--- config.mk ---
export PLATFORM = sky130hd
export DESIGN_NAME = ls_addr_unit
export DESIGN_NICKNAME = d
export VERILOG_FILES = /design/src/rtl/ls_addr_unit.sv
export SDC_FILE = /design/constraint.sdc
export NUM_CORES = 1
export LEC_CHECK = 0
export ABC_CLOCK_PERIOD_IN_PS = 4400
export BUFFER_PORTS_ARGS = -buffer_cell sky130_fd_sc_hd__buf_2
export CORE_MARGIN = 1
export CORE_UTILIZATION = 51
export CTS_CLUSTER_DIAMETER = 30
export DETAILED_ROUTE_END_ITERATION = 8
export HOLD_SLACK_MARGIN = 0.15
export PLACE_DENSITY = 0.81
export SETUP_SLACK_MARGIN = 0.02
export SLEW_MARGIN = 15
export SYNTH_ARGS = -nofsm -noshare
export SYNTH_HDL_FRONTEND = slang
export SYNTH_SLANG_ARGS = --single-unit
--- constraint.sdc ---
create_clock -name clk -period 4.4 [get_ports clk]
set_clock_uncertainty 0.1 [all_clocks]
set_input_delay 0.88 -clock clk [delete_from_list [all_inputs] [get_ports clk]]
set_output_delay 0.88 -clock clk [all_outputs]
set_load 0.05 [all_outputs]
--- src/rtl/ls_addr_unit.sv ---
module ls_addr_unit (
  input  logic        clk,
  input  logic        rst_n,
  input  logic        start,
  input  logic [31:0] instr,
  input  logic [31:0] pc_next,
  output logic [4:0]  base_sel,
  output logic [4:0]  src_sel,
  input  logic [31:0] base_data,
  input  logic [31:0] src_data,
  output logic [31:0] mem_addr,
  output logic [31:0] mem_wdata,
  output logic        mem_rd,
  output logic        mem_wr,
  input  logic [31:0] mem_rdata,
  input  logic        mem_ack,
  output logic        rf_we,
  output logic [4:0]  rf_wsel,
  output logic [31:0] rf_wdata,
  output logic        done
);
  localparam logic [4:0] OP_LD  = 5'd1;
  localparam logic [4:0] OP_LDR = 5'd2;
  localparam logic [4:0] OP_ST  = 5'd3;
  localparam logic [4:0] OP_STR = 5'd4;
  localparam logic [4:0] OP_LA  = 5'd5;
  localparam logic [4:0] OP_LAR = 5'd6;

  wire [4:0]  opc     = instr[31:27];
  wire [4:0]  tgt     = instr[26:22];
  wire [31:0] off_s   = {{15{instr[16]}}, instr[16:0]};
  wire [31:0] off_l   = {{10{instr[21]}}, instr[21:0]};
  wire [31:0] disp_ea = (instr[21:17] == 5'd0) ? off_s : base_data + off_s;
  wire [31:0] rel_ea  = pc_next + off_l;
  wire        use_rel = (opc == OP_LDR) || (opc == OP_STR) || (opc == OP_LAR);
  wire [31:0] eff     = use_rel ? rel_ea : disp_ea;
  wire        busy    = mem_rd | mem_wr;
  wire        take    = start & ~busy;

  assign base_sel = instr[21:17];
  assign src_sel  = tgt;

  always_ff @(posedge clk) begin
    if (!rst_n) begin
      mem_rd    <= 1'b0;
      mem_wr    <= 1'b0;
      rf_we     <= 1'b0;
      done      <= 1'b0;
      mem_addr  <= '0;
      mem_wdata <= '0;
      rf_wsel   <= '0;
      rf_wdata  <= '0;
    end else begin
      rf_we <= 1'b0;
      done  <= 1'b0;
      if (busy) begin
        if (mem_ack) begin
          mem_rd <= 1'b0;
          mem_wr <= 1'b0;
          done   <= 1'b1;
          if (mem_rd) begin
            rf_we    <= 1'b1;
            rf_wdata <= mem_rdata;
          end
        end
      end else if (take) begin
        rf_wsel <= tgt;
        case (opc)
          OP_LD, OP_LDR: begin
            mem_rd   <= 1'b1;
            mem_addr <= eff;
          end
          OP_ST, OP_STR: begin
            mem_wr    <= 1'b1;
            mem_addr  <= eff;
            mem_wdata <= src_data;
          end
          OP_LA, OP_LAR: begin
            rf_we    <= 1'b1;
            rf_wdata <= eff;
            done     <= 1'b1;
          end
          default: done <= 1'b1;
        endcase
      end
    end
  end

  // strobes exclusive
  a_r7_excl: assert property (@(posedge clk) disable iff (!rst_n)
    !(mem_rd && mem_wr));
  // request held and address frozen until completion
  a_r7_hold: assert property (@(posedge clk) disable iff (!rst_n)
    (busy && !mem_ack) |=> (busy && $stable(mem_addr) && !done));
  // strobes drop and done rises after completion
  a_r7_drop: assert property (@(posedge clk) disable iff (!rst_n)
    (busy && mem_ack) |=> (!mem_rd && !mem_wr && done));
  // load data written back after completion
  a_r4_load: assert property (@(posedge clk) disable iff (!rst_n)
    (mem_rd && mem_ack) |=> (rf_we && rf_wdata == $past(mem_rdata)));
  // store finishes without register write
  a_r5_store: assert property (@(posedge clk) disable iff (!rst_n)
    (mem_wr && mem_ack) |=> !rf_we);
  // address-only opcodes finish in one cycle
  a_r6_imm: assert property (@(posedge clk) disable iff (!rst_n)
    (take && (opc == OP_LA || opc == OP_LAR)) |=> (done && rf_we && !busy));
endmodule

==> results.yml <==
outcome:
  status: "finished clean"
worst_setup_path:
  crit_arrival_ns: 3.72
  crit_fanout: 4
  crit_type: "primary input to flop"
  end_kind: "flop"
  cp-start-kind: "primary input"
  worstPathRequired_ns: 4.47
floorplanning:
  core_area_um2: 15200
  fp.dieH_um: 127
  dieArea_um2: 16100
  ios: 279
  start_util: 0.522
  rows: 45
  die_w_um: 127
timing:
  worst_pin_slew_ns: 1.07
  slew_viol_final: 0
  fin_crit_ns: 3.65
  whs_ns: 0.350
  post-route-period-util: 0.829
  fin_tns_setup_ns: 0
  hold_viol_final: 0
  setup_violations: 0
  grt_setup_unrepaired: "no"
  fmaxAchievable_mhz: 274
  slew_headroom: 0.284
logic_synthesis:
  ys_types: 69
  synth_top_area_frac: 0.265
  synthCells: 1076
  synth_ff_type: "dfxtp_1"
  yosysWarnings: 0
  synth_top_area_cell: "dfxtp_1"
  netlist_area_um2: 7940
  synthArstFlopShare: 0
  ys_seq_area_frac: 0.265
  synth_edf_count: 0
  syn-mean-instance-area_um2: 7.38
  ys_seq_elements: 105
  synth.area.top_cells: "dfxtp_1 (26%), ha_1 (9.8%), a21oi_1 (8.9%)"
  synthesis.nets: 1304
global_route:
  antenna_found_initial: 1
  grt_overflow: 0
  grtUsageTotal: 0.326
  grt_max_degree: 53
  grt_pass1_vias: 7713
  grt_pass1_wl_mm: 41.4
cells_and_area:
  fin_util: 0.636
  num_antenna_cells: 0
  nNetsFinal: 1534
  drive_above_1_share: 0.255
  area_growth_syn_to_layout_pct: 21.9
  layoutNonFillerInstCount: 1497
drt:
  viasPerCell: 6.00
  drtPass1Iterations: 5
  drt_iter0_drc: 899
  postRouteAntennaNets: 0
  drc_errors: 0
  vias: 8977
  wirelength_mm: 27.0
  wl_per_cell_um: 18.1
clock_tree:
  ctsRootBufferMaster: "clkbuf_16"
  cts_buffers: 9
  ctsHoldBuffers: 0
  cts.sinks: 105
  htreeDepth: 3
  path_clk_slew_ns: 0.07
  cts_resized: 0
  cts_tree: "built"
  post_cts_buffers: 0
  cts_buffer_depth: 2
  clk_latency_ns: 0.33
place:
  dp_hpwl_mm: 21.1
  port_buffers: 278
  dp.cells: 1483
  gp_congestion: 0.985
run:
  drv_cap: 0
power_and_ir_drop:
  irDropWorstVdd_v: 0.000227
  power.leakage_nw: 4.44
  cellPowerDensity_nw_per_um2: 301
  p_total_mw: 2.91
worst_hold_path:
  hp-class: "flop to flop"
==> path summary, 6_finish.rpt <==
| kind | from | end | slack, ns | cells past startpoint |
|---|---|---|---|---|
| max | instr[0] | rf_wdata[30]$_SDFFE_PN0P_ | 0.75 | 12 |
| min | mem_wdata[25]$_SDFFE_PN0P_ | mem_wdata[25]$_SDFFE_PN0P_ | 0.35 | 2 |
| max reg2reg | mem_rd$_SDFFE_PN0P_ | rf_wdata[28]$_SDFFE_PN0P_ | 1.63 | 9 |
| min reg2reg | mem_wdata[25]$_SDFFE_PN0P_ | mem_wdata[25]$_SDFFE_PN0P_ | 0.35 | 2 |
==> kinds of logic after synthesis <==
| kind of cell | after synthesis | synth area share |
|---|---|---|
| AO/OA/AOI/OAI | 386 | 0.305 |
| XOR/XNOR | 46 | 0.0508 |
| adder cells (fa/ha/maj) | 64 | 0.103 |
| buffers and inverters | 81 | 0.0484 |
| flip-flops | 105 | 0.265 |
| multiplexers | 10 | 0.0128 |
| AND/OR/NAND/NOR | 384 | 0.216 |
==> synth_stat cells (3+ instances only) <==
master and instances:
a211o_1 5, or3_1 7, buf_4 10, xor2_1 19, ha_1 62, o22ai_1 5
o21ai_1 5, o211ai_1 22, a31oi_1 13, nand4_1 17, buf_1 3, a21boi_0 6
nand2_1 182, o21a_1 7, a311oi_1 6, or4_1 3, a22oi_1 5, nor4_1 3
or2_2 4, nand3_1 37, a21o_1 26, a211oi_1 21, a21oi_1 141, o21bai_1 7
a31o_2 5, o31ai_1 6, o21ai_0 78, o221ai_1 6, and2_1 9, mux2i_1 9
inv_1 8, nor3_1 20, and3_1 10, dfxtp_1 105, clkbuf_1 52, o211a_1 3
xnor2_1 27, nand2b_1 4, nor2_1 77
==> sequential cells by signal, summed over array words and instances, names as in the netlist <==
signal / flops
mem_wr: 1
mem_wdata: 32
rf_wdata: 32
mem_addr: 32
rf_we: 1
mem_rd: 1
rf_wsel: 5
done: 1
==> layout by cell type, fill, tap and decap left out, types with 6 or more instances in the layout <==
| cell | count |
|---|---|
| or3_1 | 7 |
| o221ai_1 | 6 |
| o31ai_1 | 6 |
| mux2i_1 | 9 |
| dfxtp_1 | 105 |
| a31oi_1 | 13 |
| buf_4 | 14 |
| nand3_1 | 37 |
| nor2_1 | 75 |
| and3_1 | 10 |
| a21o_1 | 26 |
| nand4_1 | 17 |
| o211ai_1 | 22 |
| buf_2 | 278 |
| and2_1 | 9 |
| o21a_1 | 7 |
| xor2_1 | 19 |
| o21bai_1 | 7 |
| nand2_1 | 182 |
| xnor2_1 | 27 |
| a21oi_1 | 140 |
| inv_1 | 7 |
| a211oi_1 | 21 |
| a21boi_0 | 6 |
| o21ai_0 | 78 |
| a311oi_1 | 6 |
| clkbuf_16 | 9 |
| nor3_1 | 20 |
| ha_1 | 62 |
==> power breakdown <==
group          total, mW  leakage, nW  switching (mW)  internal [mW]
Sequential         0.995        0.850          0.0153          0.979
Combinational       1.02         3.43           0.658          0.363
Clock              0.895        0.162           0.329          0.566
Total               2.91         4.44            1.00           1.91
==> metal layers <==
metal  vias up  GRT usage  wire length, µm
met2       427      0.525            12300
met5         -          0               11
met3        50     0.0430             2210
met4         2      0.122              867
met1      4124      0.446            11700
li1       4374          -                -
==> stage by stage <==
| stage | cell area, µm² | worst slack (ns) |
|---|---|---|
| finish | 9670 | 0.750 |
| global route | 9670 | 0.576 |
| CTS | 9670 | 0.834 |
| detailed placement | 9340 | 0.484 |
| global placement | 9340 | 0.560 |
| floorplan | 7940 | 1.06 |
==> cell type report <==
class / count / area [µm²]
clock buffers: 11 / 243
clock inverters: 3 / 90.1
fillers: 1407 / 5530
inverters: 8 / 30.0
multi-input cells: 890 / 5480
flip-flops and latches: 105 / 2100
well taps: 188 / 235
repair buffers: 292 / 1500
==> worst max-delay path, cell delays in order <==
cell       delay [ns]
buf_2            0.12
ha_1             0.23
fa_1             0.42
a21o_1           0.22
a31o_2           0.29
a21oi_1          0.23
o21bai_1         0.18
a21boi_0         0.35
o211ai_1         0.15
a31oi_1          0.25
a2bb2oi_1        0.27
o221ai_1         0.15
No activity file was read; power rests on OpenSTA's default activity.
